**src/rtl/clkctl_pkg.sv**
```systemverilog
package clkctl_pkg;

   typedef enum logic [1:0] {
      MODE_RUN  = 2'd0,
      MODE_HALT = 2'd1,
      MODE_STOP = 2'd2
   } sb_mode_e;

   typedef struct packed {
      logic       use_sub;
      logic       main_off;
      logic [1:0] rate;
   } clk_cfg_t;

   function automatic int unsigned max_of(input int unsigned a, input int unsigned b);
      return (a > b) ? a : b;
   endfunction

endpackage

```
**src/rtl/clkctl_cfg.sv**
```systemverilog
module clkctl_cfg
   import clkctl_pkg::*;
(
   input  logic       clk_i,
   input  logic       rst_ni,
   input  logic       rate_we_i,
   input  logic [1:0] rate_i,
   input  logic       src_we_i,
   input  logic [1:0] src_i,
   input  logic       commit_i,
   output clk_cfg_t   act_o
);
   clk_cfg_t pend_q;
   clk_cfg_t act_q;

   always_ff @(posedge clk_i) begin
      if (!rst_ni) begin
         pend_q <= '0;
         act_q  <= '0;
      end else begin
         if (rate_we_i) pend_q.rate <= rate_i;
         if (src_we_i) begin
            pend_q.use_sub  <= src_i[0];
            pend_q.main_off <= src_i[1];
         end
         if (commit_i) begin
            act_q.rate     <= pend_q.rate;
            act_q.use_sub  <= pend_q.use_sub;
            // the main oscillator may only be stopped while it is not the CPU source
            act_q.main_off <= pend_q.main_off & pend_q.use_sub;
         end
      end
   end

   assign act_o = act_q;

endmodule

```
**src/rtl/clkctl_standby.sv**
```systemverilog
module clkctl_standby
   import clkctl_pkg::*;
(
   input  logic     clk_i,
   input  logic     rst_ni,
   input  logic     halt_req_i,
   input  logic     stop_req_i,
   input  logic     stop_ok_i,
   input  logic     wake_i,
   output sb_mode_e mode_o
);
   sb_mode_e mode_q, mode_d;

   always_comb begin
      mode_d = mode_q;
      if (wake_i) begin
         mode_d = MODE_RUN;
      end else if (mode_q == MODE_RUN) begin
         if (stop_req_i && stop_ok_i) mode_d = MODE_STOP;
         else if (halt_req_i)         mode_d = MODE_HALT;
      end
   end

   always_ff @(posedge clk_i) begin
      if (!rst_ni) mode_q <= MODE_RUN;
      else         mode_q <= mode_d;
   end

   assign mode_o = mode_q;

endmodule

```
**src/rtl/clkctl_cpudiv.sv**
```systemverilog
module clkctl_cpudiv
   import clkctl_pkg::*;
#(
   parameter int unsigned DIV0    = 64,
   parameter int unsigned DIV1    = 16,
   parameter int unsigned DIV2    = 8,
   parameter int unsigned DIV3    = 4,
   parameter int unsigned SUB_DIV = 4
) (
   input  logic     clk_i,
   input  logic     rst_ni,
   input  logic     main_tick_i,
   input  logic     sub_tick_i,
   input  clk_cfg_t cfg_i,
   input  logic     run_i,
   output logic     bnd_o,
   output logic     cpu_ce_o
);
   localparam int unsigned DMAX  = max_of(max_of(max_of(DIV0, DIV1), max_of(DIV2, DIV3)), SUB_DIV);
   localparam int unsigned CNT_W = $clog2(DMAX);

   logic [CNT_W-1:0] cnt_q;
   logic [CNT_W-1:0] term;
   logic             tick;
   logic             ce_q;

   always_comb begin
      if (cfg_i.use_sub) begin
         term = CNT_W'(SUB_DIV - 1);
      end else begin
         case (cfg_i.rate)
            2'd0:    term = CNT_W'(DIV0 - 1);
            2'd1:    term = CNT_W'(DIV1 - 1);
            2'd2:    term = CNT_W'(DIV2 - 1);
            default: term = CNT_W'(DIV3 - 1);
         endcase
      end
   end

   assign tick  = cfg_i.use_sub ? sub_tick_i : main_tick_i;
   assign bnd_o = tick && (cnt_q == term);

   always_ff @(posedge clk_i) begin
      if (!rst_ni) begin
         cnt_q <= '0;
         ce_q  <= 1'b0;
      end else begin
         ce_q <= bnd_o && run_i;
         if (tick) cnt_q <= bnd_o ? '0 : cnt_q + 1'b1;
      end
   end

   assign cpu_ce_o = ce_q;

endmodule

```
**src/rtl/clkctl_perdiv.sv**
```systemverilog
module clkctl_perdiv #(
   parameter int unsigned PER_N = 4
) (
   input  logic             clk_i,
   input  logic             rst_ni,
   input  logic             main_tick_i,
   output logic [PER_N-1:0] per_ce_o
);
   logic [PER_N-1:0] pcnt_q;
   logic [PER_N-1:0] tap;
   logic [PER_N-1:0] ce_q;

   for (genvar k = 0; k < PER_N; k++) begin : g_tap
      assign tap[k] = &pcnt_q[k:0];
   end

   always_ff @(posedge clk_i) begin
      if (!rst_ni) begin
         pcnt_q <= '0;
         ce_q   <= '0;
      end else begin
         ce_q <= main_tick_i ? tap : '0;
         if (main_tick_i) pcnt_q <= pcnt_q + 1'b1;
      end
   end

   assign per_ce_o = ce_q;

endmodule

```
**src/rtl/mcu_clkctl.sv**
```systemverilog
module mcu_clkctl
   import clkctl_pkg::*;
#(
   parameter int unsigned DIV0    = 64,
   parameter int unsigned DIV1    = 16,
   parameter int unsigned DIV2    = 8,
   parameter int unsigned DIV3    = 4,
   parameter int unsigned SUB_DIV = 4,
   parameter int unsigned PER_N   = 4
) (
   input  logic             clk_i,
   input  logic             rst_ni,
   input  logic             main_tick_i,
   input  logic             sub_tick_i,
   input  logic             rate_we_i,
   input  logic [1:0]       rate_i,
   input  logic             src_we_i,
   input  logic [1:0]       src_i,
   input  logic             halt_req_i,
   input  logic             stop_req_i,
   input  logic             wake_i,
   output logic             cpu_ce_o,
   output logic [PER_N-1:0] per_ce_o,
   output logic             watch_ce_o,
   output logic             main_osc_en_o
);
   localparam int unsigned DMIN = (DIV0 < DIV1 ? DIV0 : DIV1) < (DIV2 < DIV3 ? DIV2 : DIV3)
                                ? (DIV0 < DIV1 ? DIV0 : DIV1) : (DIV2 < DIV3 ? DIV2 : DIV3);

   if (DMIN < 2) begin : g_bad_div
      $error("every main divide ratio must be at least 2");
   end
   if (SUB_DIV < 2) begin : g_bad_sub
      $error("subsystem divide ratio must be at least 2");
   end
   if (PER_N < 1 || PER_N > 16) begin : g_bad_per
      $error("PER_N must lie between 1 and 16");
   end

   clk_cfg_t act_cfg;
   sb_mode_e mode;
   logic     bnd;
   logic     main_run;
   logic     main_tick_g;
   logic     watch_q;

   assign main_run    = (mode != MODE_STOP) && !(act_cfg.use_sub && act_cfg.main_off);
   assign main_tick_g = main_tick_i && main_run;

   clkctl_cfg u_cfg (
      .clk_i     (clk_i),
      .rst_ni    (rst_ni),
      .rate_we_i (rate_we_i),
      .rate_i    (rate_i),
      .src_we_i  (src_we_i),
      .src_i     (src_i),
      .commit_i  (bnd),
      .act_o     (act_cfg)
   );

   clkctl_standby u_sb (
      .clk_i      (clk_i),
      .rst_ni     (rst_ni),
      .halt_req_i (halt_req_i),
      .stop_req_i (stop_req_i),
      .stop_ok_i  (!act_cfg.use_sub),
      .wake_i     (wake_i),
      .mode_o     (mode)
   );

   clkctl_cpudiv #(
      .DIV0    (DIV0),
      .DIV1    (DIV1),
      .DIV2    (DIV2),
      .DIV3    (DIV3),
      .SUB_DIV (SUB_DIV)
   ) u_cpu (
      .clk_i       (clk_i),
      .rst_ni      (rst_ni),
      .main_tick_i (main_tick_g),
      .sub_tick_i  (sub_tick_i),
      .cfg_i       (act_cfg),
      .run_i       (mode == MODE_RUN),
      .bnd_o       (bnd),
      .cpu_ce_o    (cpu_ce_o)
   );

   clkctl_perdiv #(
      .PER_N (PER_N)
   ) u_per (
      .clk_i       (clk_i),
      .rst_ni      (rst_ni),
      .main_tick_i (main_tick_g),
      .per_ce_o    (per_ce_o)
   );

   always_ff @(posedge clk_i) begin
      if (!rst_ni) watch_q <= 1'b0;
      else         watch_q <= sub_tick_i;
   end

   assign watch_ce_o    = watch_q;
   assign main_osc_en_o = main_run;

endmodule

```
**config.mk**
```make
export PLATFORM = sky130hd
export DESIGN_NAME = mcu_clkctl
export DESIGN_NICKNAME = d
export VERILOG_FILES = /design/src/rtl/clkctl_pkg.sv /design/src/rtl/clkctl_cfg.sv /design/src/rtl/clkctl_standby.sv /design/src/rtl/clkctl_cpudiv.sv /design/src/rtl/clkctl_perdiv.sv /design/src/rtl/mcu_clkctl.sv
export SDC_FILE = /design/constraint.sdc
export NUM_CORES = 1
export LEC_CHECK = 0
export ABC_AREA = 1
export BUFFER_PORTS_ARGS = -buffer_cell sky130_fd_sc_hd__buf_2
export CELL_PAD_IN_SITES_DETAIL_PLACEMENT = 1
export CELL_PAD_IN_SITES_GLOBAL_PLACEMENT = 1
export CORE_ASPECT_RATIO = 0.75
export CORE_MARGIN = 10
export CORE_UTILIZATION = 34
export CTS_BUF_LIST = sky130_fd_sc_hd__clkbuf_4 sky130_fd_sc_hd__clkbuf_8
export DETAILED_ROUTE_END_ITERATION = 10
export PLACE_DENSITY_LB_ADDON = 0.25
export SETUP_SLACK_MARGIN = 0.2
export SYNTH_ARGS = -nofsm -noshare
export SYNTH_HDL_FRONTEND = slang
export SYNTH_SLANG_ARGS = --single-unit
```
**constraint.sdc**
```tcl
create_clock -name clk_i -period 4.3 [get_ports clk_i]
set_clock_uncertainty 0.2 [all_clocks]
set_input_delay 0.86 -clock clk_i [delete_from_list [all_inputs] [get_ports clk_i]]
set_output_delay 0.86 -clock clk_i [all_outputs]
set_load 0.05 [all_outputs]
```
==> impl_metrics.json, run 1 <==
{
  "status": "completed",
  "crit_end": "main_osc_en_o",
  "viasPerCell": 4.77,
  "core_um2": 3330,
  "grt_pass1_vias": 1096,
  "finalHoldViolCount": 0,
  "seq_area_frac_synth": 0.438,
  "r2r_start": "u_cpu.cnt_q[0]$_SDFFE_PN0N_",
  "synth_warnings": 0,
  "rsz0062_at_grt": "false",
  "synth_edf_count": 0,
  "post-route-period-util": 0.529,
  "nNetsFinal": 195,
  "cts_tree": "done",
  "switching_share": 0.224,
  "place_ws_ns": 2.33,
  "die-area_um2": 6280,
  "cts_max_path_buffers": 2,
  "place.gp.congestion": 0.786,
  "final.setup.tns_ns": 0,
  "peakVddDrop_uv": 153,
  "r2r_slack_ns": 2.74,
  "synth_ff_type": "dfxtp_1",
  "avgSynthCellArea_um2": 7.56,
  "finalWirelength_um": 2760,
  "end_kind": "output pin",
  "diodes": 0,
  "rr_endpoint": "u_cfg.act_o[2]$_SDFFE_PN0P_",
  "clockRootBuffer": "clkbuf_8",
  "drcViolationCount": 0,
  "wl_per_cell_um": 12.7,
  "required_ns": 3.24,
  "seqPwrFrac": 0.508,
  "drt-initial-drc-count": 42,
  "cts_resized": 0,
  "synth_async_sr_flop_share": 0,
  "die_h_um": 71.2,
  "power_density_nw_per_um2": 358,
  "arrival_ns": 1.21,
  "htreeDepth": 1,
  "internal_power_w": 0.000388,
  "path_max_fanout": 3,
  "startpoint_type": "register",
  "synth_cell_types": 23,
  "nFillCells": 442,
  "grtUsageTotal": 0.0961,
  "ant_nets": 0,
  "maxSlewHeadroom": 0.783,
  "grt.overflow.total": 0,
  "crit_start": "u_sb.mode_o[0]$_SDFFE_PP0P_",
  "numClockSinks": 26,
  "die_w_um": 88.2,
  "via_count": 1039,
  "ys_ff_latch": 26,
  "slew_viol_final": 0,
  "synth_fp_nets": 173,
  "io_pins": 20,
  "start_util": 0.356,
  "insertion_delay_ns": 0.28,
  "antenna_found_initial": 0,
  "power.switching_w": 0.000112,
  "synth_area_um2": 1190,
  "leakage_nw": 0.672,
  "holdCritPathClass": "reg -> reg",
  "drt-pass1-iter-count": 2,
  "rows": 18,
  "cts_buffers": 3,
  "drv_cap": 0,
  "io_buffers": 19,
  "worst_pin_slew_ns": 0.326,
  "layout-drive-gt1-share": 0.230,
  "grt_max_degree": 20,
  "pwr-share-comb": 0.085,
  "dp_hpwl_um": 2180,
  "path_class": "reg -> out",
  "hold_buffers": 0,
  "timing.final.ws_setup_ns": 2.03,
  "finalSetupViolCount": 0,
  "clkTransAtPathRegs_ns": 0.09,
  "grt_pass1_wl_um": 4860,
  "syn_inst": 157,
  "clockPowerShare": 0.406,
  "postCtsSetupRepairBufs": 0,
  "max_freq_ghz": 0.440,
  "syn2layout_area_growth_pct": 17.4,
  "fin_crit_ns": 2.27,
  "rr_worst_depth": 6
}
==> worst max-delay path, cell delays in order, from the launching register on <==
cell and delay (ns):
dfxtp_1 0.34, inv_1 0.07, nand2_1 0.10, and2_4 0.17, buf_2 0.26
==> cell type report <==
type                       count  area [µm²]  share of cell area
clock buffer                   3        41.3              0.0296
clock inverter                 1        30.0              0.0215
inverter                      21        78.8              0.0566
multi-input combinational    108         578               0.415
sequential                    26         520               0.373
tap                           40        50.0              0.0359
timing repair buffer          19        95.1              0.0682
==> synth_stat cells, drive strengths merged (2+ instances only) <==
cell / instances / area share
nand3: 17 / 0.082
nor2: 23 / 0.090
a21oi: 7 / 0.030
dfxtp: 26 / 0.44
nand4: 2 / 0.016
ha: 3 / 0.032
inv: 21 / 0.066
nor3: 3 / 0.017
nand2: 39 / 0.15
xor2: 3 / 0.022
o21ai: 7 / 0.030
buf: 2 / 0.0084
a31oi: 2 / 0.011
==> stage by stage <==
stage / instances / util / hold WS, ns / power, W / instance area (µm²)
6_report: 218 / 0.418 / 0.267 / 0.000500 / 1390
3_3_place_gp: 214 / 0.397 / 0.243 / 0.000301 / 1320
2_1_floorplan: 157 / - / 0.215 / 0.000288 / 1190
4_1_cts: 218 / 0.418 / 0.268 / 0.000509 / 1390
5_1_grt: 218 / 0.418 / 0.305 / 0.000526 / 1390
3_5_place_dp: 214 / 0.397 / 0.252 / 0.000303 / 1320
==> routing by layer <==
| metal | wire [µm] | vias up | global-route usage |
|---|---|---|---|
| met4 | 46 | 0 | 0.0376 |
| met3 | 156 | 5 | 0.0332 |
| li1 | - | 542 | - |
| met1 | 1400 | 475 | 0.118 |
| met2 | 1160 | 17 | 0.150 |
| met5 | 0 | - | 0 |
==> registers in the layout, indices dropped and copies added, names as in the netlist <==
signal / flops
u_per.pcnt_q: 4
u_cpu.cnt_q: 6
u_sb.mode_o: 2
watch_ce_o: 1
u_per.per_ce_o: 4
u_cfg.pend_q: 4
u_cpu.cpu_ce_o: 1
u_cfg.act_o: 4
==> worst min path at each step <==
| stage | from | to | slack, ns | cells past startpoint |
|---|---|---|---|---|
| 6_report | u_cfg.pend_q[0]$_SDFFE_PN0P_ | u_cfg.act_o[0]$_SDFFE_PN0P_ | 0.27 | 2 |
| 5_1_grt | u_per.pcnt_q[3]$_SDFFE_PN0N_ | u_per.pcnt_q[3]$_SDFFE_PN0N_ | 0.30 | 1 |
| 4_1_cts | u_per.pcnt_q[3]$_SDFFE_PN0N_ | u_per.pcnt_q[3]$_SDFFE_PN0N_ | 0.27 | 1 |
| 3_5_place_dp | u_per.pcnt_q[3]$_SDFFE_PN0N_ | u_per.pcnt_q[3]$_SDFFE_PN0N_ | 0.25 | 1 |
| 3_3_place_gp | u_per.pcnt_q[3]$_SDFFE_PN0N_ | u_per.pcnt_q[3]$_SDFFE_PN0N_ | 0.24 | 1 |
| 2_1_floorplan | u_per.pcnt_q[3]$_SDFFE_PN0N_ | u_per.pcnt_q[3]$_SDFFE_PN0N_ | 0.21 | 1 |
==> cell usage in the layout (no fill, tap or decap), drive strengths merged <==
| cell | instances |
|---|---|
| a31oi | 2 |
| dfxtp | 26 |
| inv | 21 |
| a21oi | 7 |
| and3 | 1 |
| nand2 | 39 |
| nor3 | 3 |
| xor2 | 3 |
| nor2 | 23 |
| o21ai | 7 |
| and2 | 1 |
| buf | 19 |
| ha | 3 |
| clkbuf | 3 |
| nand4 | 2 |
| nand3 | 17 |
| bufinv | 1 |
==> kinds of logic after synthesis <==
kind of cell / count (synthesis) / synth area share
xor gates and xnor gates: 3 / 0.0221
buffers and inverters: 23 / 0.0748
DFF: 26 / 0.438
adders and majority gates: 3 / 0.0316
AOI/OAI and AO/OA: 16 / 0.0695
and+or+nand+nor: 86 / 0.364
==> power by group through the flow <==
| stage | Clock (W) | Combinational [W] | Sequential (W) |
|---|---|---|---|
| floorplan | 0 | 0.0000267 | 0.000261 |
| global placement | 0 | 0.0000416 | 0.000259 |
| detailed placement | 0 | 0.0000430 | 0.000260 |
| CTS | 0.000212 | 0.0000434 | 0.000254 |
| global route | 0.000221 | 0.0000493 | 0.000255 |
| finish | 0.000203 | 0.0000427 | 0.000254 |
No activity file was read; power rests on OpenSTA's default activity.
==> run 2, diff against run 1 <==
clock period = 2.3 ns   (was 4.3 ns; I/O delays follow)
==> impl_metrics.json, run 2 (synthesized netlist as in run 1, its figures left out) <==
{
  "nNetsFinal": 195,
  "r2r_slack_ns": 0.73,
  "internal_power_w": 0.000725,
  "seqPwrFrac": 0.509,
  "pwr-share-comb": 0.085,
  "io_pins": 20,
  "status": "completed",
  "grt.overflow.total": 0,
  "critPathBufInv": 2,
  "die_w_um": 88.2,
  "die-area_um2": 6280,
  "drt-initial-drc-count": 36,
  "dp_hpwl_um": 2170,
  "antenna_found_initial": 0,
  "finalSetupViolCount": 0,
  "holdCritPathClass": "in -> reg",
  "start_util": 0.356,
  "dp.cells": 214,
  "cts_resized": 0,
  "startpoint_type": "register",
  "timing.final.ws_setup_ns": 0.449,
  "cp_slowest_cell": "dfxtp_1",
  "grt_pass1_vias": 1103,
  "cts_tree": "done",
  "drt-pass1-iter-count": 4,
  "post-route-period-util": 0.805,
  "layout-drive-gt1-share": 0.230,
  "cts_max_path_buffers": 2,
  "peakVddDrop_uv": 320,
  "max_freq_ghz": 0.540,
  "drv_cap": 0,
  "diodes": 0,
  "path_depth": 4,
  "largest-register": "u_cpu.cnt_q",
  "hold_buffers": 0,
  "clockPowerShare": 0.405,
  "die_h_um": 71.2,
  "finalWirelength_um": 2730,
  "cp_cell_sequence": "inv_1, nand2_1, and2_4, buf_2",
  "holdPathStages": 2,
  "wl_per_cell_um": 12.5,
  "htreeDepth": 1,
  "power_density_nw_per_um2": 668,
  "numClockSinks": 26,
  "final.setup.tns_ns": 0,
  "maxSlewHeadroom": 0.789,
  "grt_max_degree": 20,
  "syn2layout_area_growth_pct": 17.4,
  "place_ws_ns": 0.735,
  "postCtsSetupRepairBufs": 0,
  "critPathTopFamily": "flip-flops",
  "arrival_ns": 1.19,
  "leakage_nw": 0.672,
  "place.gp.congestion": 0.786,
  "cts_buffers": 3,
  "worst_pin_slew_ns": 0.316,
  "path_max_fanout": 3,
  "core_um2": 3330,
  "crit_path_max_incr_delay_ns": 0.34,
  "path_class": "reg -> out",
  "fin_crit_ns": 1.85,
  "rows": 18,
  "drcViolationCount": 0,
  "required_ns": 1.64,
  "final_common_cell": "nand2_1",
  "ant_nets": 0,
  "grtUsageTotal": 0.0973,
  "grt_pass1_wl_um": 5000,
  "power.switching_w": 0.000207,
  "end_kind": "output pin",
  "whs_ns": 0.163,
  "finalHoldViolCount": 0,
  "clkTransAtPathRegs_ns": 0.09,
  "final_cell_mix": "nand2_1 (32), dfxtp_1 (26), nor2_1 (19), buf_2 (19), inv_1 (18)",
  "rsz0062_at_grt": "false",
  "rr_worst_depth": 6,
  "instances_no_fill": 218,
  "slew_viol_final": 0,
  "io_buffers": 19,
  "viasPerCell": 4.63,
  "insertion_delay_ns": 0.27,
  "largest_reg_flops": 6,
  "clockRootBuffer": "clkbuf_8",
  "switching_share": 0.222,
  "via_count": 1010
}
## run 2: stage by stage
step	cell area [µm²]	total power (W)	utilization
floorplan	1190	0.000539	-
global placement	1320	0.000562	0.397
detailed placement	1320	0.000566	0.397
CTS	1390	0.000947	0.418
global route	1390	0.000984	0.418
finish	1390	0.000932	0.418
## run 2: power by group through the flow
stage          Combinational (W)  Sequential (W)  Clock, W
2_1_floorplan          0.0000500        0.000489         0
3_3_place_gp           0.0000778        0.000485         0
3_5_place_dp           0.0000805        0.000485         0
4_1_cts                0.0000813        0.000475  0.000391
5_1_grt                0.0000923        0.000477  0.000415
6_report               0.0000796        0.000475  0.000377
## run 2: layout make-up
class | instances | area (µm²)
Fill cell | 439 | 1940
Multi-Input combinational cell | 108 | 578
Sequential cell | 26 | 520
Timing Repair Buffer | 19 | 95.1
Inverter | 21 | 78.8
Tap cell | 40 | 50.0
Clock buffer | 3 | 41.3
Clock inverter | 1 | 30.0
## run 2: final timing paths
| check | startpoint | end |
|---|---|---|
| max reg2reg | u_cpu.cnt_q[0]$_SDFFE_PN0N_ | u_cfg.act_o[1]$_SDFFE_PN0P_ |
| min reg2reg | u_cfg.pend_q[0]$_SDFFE_PN0P_ | u_cfg.act_o[0]$_SDFFE_PN0P_ |
| min | wake_i | u_sb.mode_o[0]$_SDFFE_PP0P_ |
| max | u_sb.mode_o[0]$_SDFFE_PP0P_ | main_osc_en_o |
## run 2: routing by layer
layer,wire length [µm],GRT usage,vias to the layer above
li1,-,-,542
met1,1440,0.127,450
met2,1130,0.146,16
met3,144,0.0355,2
met4,19,0.0268,0
met5,0,0,-
## run 2: worst reg2reg max path, cell delays in order (launching register included)
cell     delay [ns]
dfxtp_1        0.41
ha_1           0.25
nand2_2        0.09
nor2_4         0.13
nand4_2        0.21
nand3_1        0.13
nand2_1        0.06
==> run 3, diff against run 2 <==
clock period = 1.6 ns   (was 2.3 ns; I/O delays follow)
==> impl_metrics.json, run 3 (synthesized netlist as in run 1, its figures left out) <==
{
  "status": "completed",
  "die_w_um": 88.2,
  "rr_worst_depth": 8,
  "cts_max_path_buffers": 2,
  "maxSlewHeadroom": 0.734,
  "syn2layout_area_growth_pct": 39.6,
  "die-area_um2": 6280,
  "grt_pass1_wl_um": 5370,
  "rows": 18,
  "start_util": 0.356,
  "worst_pin_slew_ns": 0.399,
  "place.gp.congestion": 0.768,
  "rsz0062_at_grt": "true",
  "finalWirelength_um": 3290,
  "grt_pass1_vias": 1192,
  "path_max_fanout": 2,
  "fin_crit_ns": 1.56,
  "core_um2": 3330,
  "numClockSinks": 26,
  "final_cell_mix": "nand2_1 (29), inv_1 (17), dfxtp_1 (17)",
  "io_buffers": 19,
  "use_met3": 0.0366,
  "io_pins": 20,
  "timing.final.ws_setup_ns": 0.0386,
  "grt.busiest_layer": "met2",
  "grt.overflow.total": 0,
  "drcViolationCount": 0,
  "final_common_cell": "nand2_1",
  "r2r_start": "u_cfg.act_o[3]$_SDFFE_PN0P_",
  "slew_viol_final": 0,
  "cp_slowest_cell": "dfxtp_2",
  "critPathBufInv": 2,
  "holdCritPathClass": "in -> reg",
  "arrival_ns": 1.04,
  "peakVddDrop_uv": 471,
  "critPathTopFamily": "flip-flops",
  "dp_hpwl_um": 2260,
  "layout-drive-gt1-share": 0.453,
  "diodes": 0,
  "p_total_w": 0.00141,
  "path_class": "reg -> out",
  "dp.cells": 215,
  "cts_buffers": 3,
  "post-route-period-util": 0.976,
  "leakage_nw": 0.743,
  "clockRootBuffer": "clkbuf_8",
  "grt.met2_usage": 0.168,
  "hold_end": "u_sb.mode_o[0]$_SDFFE_PP0P_",
  "drt-pass1-iter-count": 5,
  "viasPerCell": 4.80,
  "r2r_slack_ns": 0.08,
  "crit_path_max_incr_delay_ns": 0.34,
  "grt_max_degree": 17,
  "clkTransAtPathRegs_ns": 0.09,
  "drt-initial-drc-count": 46,
  "instances_no_fill": 230,
  "drv_cap": 0,
  "place_ws_ns": 0.0456,
  "cts_tree": "done",
  "htreeDepth": 1,
  "end_kind": "output pin",
  "crit_start": "u_sb.mode_o[0]$_SDFFE_PP0P_",
  "nNetsFinal": 207,
  "max_freq_ghz": 0.640,
  "cp_cell_sequence": "inv_2, nand2_2, and2_4, buf_8",
  "grtUsageTotal": 0.104,
  "power_density_nw_per_um2": 849,
  "rr_endpoint": "u_cfg.act_o[2]$_SDFFE_PN0P_",
  "holdPathStages": 2,
  "required_ns": 1.08,
  "via_count": 1103,
  "finalSetupViolCount": 0,
  "largest-register": "u_cpu.cnt_q",
  "ant_nets": 0,
  "finalHoldViolCount": 0,
  "gr-usage-met1": 0.130,
  "largest_reg_flops": 6,
  "die_h_um": 71.2,
  "antenna_found_initial": 0,
  "hp-start": "wake_i",
  "insertion_delay_ns": 0.27,
  "wl_per_cell_um": 14.3,
  "startpoint_type": "register"
}
==> run 3: cell types whose count changed in the layout (fill, tap and decap cells not counted), moves of 8 or more <==
cell / before / now
nand3_1: 16 / 6
nand3_2: 0 / 10
buf_4: 0 / 9
dfxtp_1: 26 / 17
dfxtp_2: 0 / 8
==> run 3: layout make-up <==
cell class / instances / area (µm²)
Fill cell: 410 / 1680
Timing Repair Buffer: 31 / 214
Sequential cell: 26 / 534
Tap cell: 40 / 50.0
Clock buffer: 3 / 41.3
Multi-Input combinational cell: 108 / 702
Clock inverter: 1 / 30.0
Inverter: 21 / 86.3
==> run 3: how the worst max path moves through the flow <==
stage	cells past startpoint	to
6_report	4	main_osc_en_o
5_1_grt	4	main_osc_en_o
4_1_cts	4	main_osc_en_o
3_5_place_dp	6	u_cfg.act_o[3]$_SDFFE_PN0P_
3_3_place_gp	6	u_cfg.act_o[1]$_SDFFE_PN0P_
2_1_floorplan	6	u_cfg.act_o[0]$_SDFFE_PN0P_
==> run 3: layer usage <==
metal	up-vias	part of all wire	routed length [µm]
li1	563	-	-
met1	516	0.48	1570
met2	22	0.46	1510
met3	2	0.056	183
met4	0	0.0058	19
met5	-	0	0
==> run 3: where the power goes <==
| group | leakage (nW) | internal [W] | switching (W) |
|---|---|---|---|
| registers | 0.216 | 0.000668 | 0.0000175 |
| logic | 0.491 | 0.0000705 | 0.0000991 |
| clock network | 0.0357 | 0.000335 | 0.000218 |
==> run 3: what timing repair did <==
action | 4_1_cts | 5_1_grt
gates resized for setup | 31 | 22
hold endpoints to repair | 0 | 0
hold buffers | 0 | 0
pin swaps | 8 | 13
cloned | 0 | 0
setup buffers | 10 | 1
setup endpoints to repair | 12 | 21
==> run 3: stage by stage <==
| stage | util | area (µm²) | TNS [ns] | hold WS (ns) |
|---|---|---|---|---|
| floorplan | - | 1190 | 0 | 0.199 |
| CTS | 0.474 | 1580 | 0 | 0.0120 |
| detailed placement | 0.399 | 1330 | 0 | 0.264 |
| finish | 0.497 | 1660 | 0 | 0.0156 |
| global route | 0.497 | 1660 | -0.0119 | 0.00519 |
| global placement | 0.399 | 1330 | 0 | 0.266 |
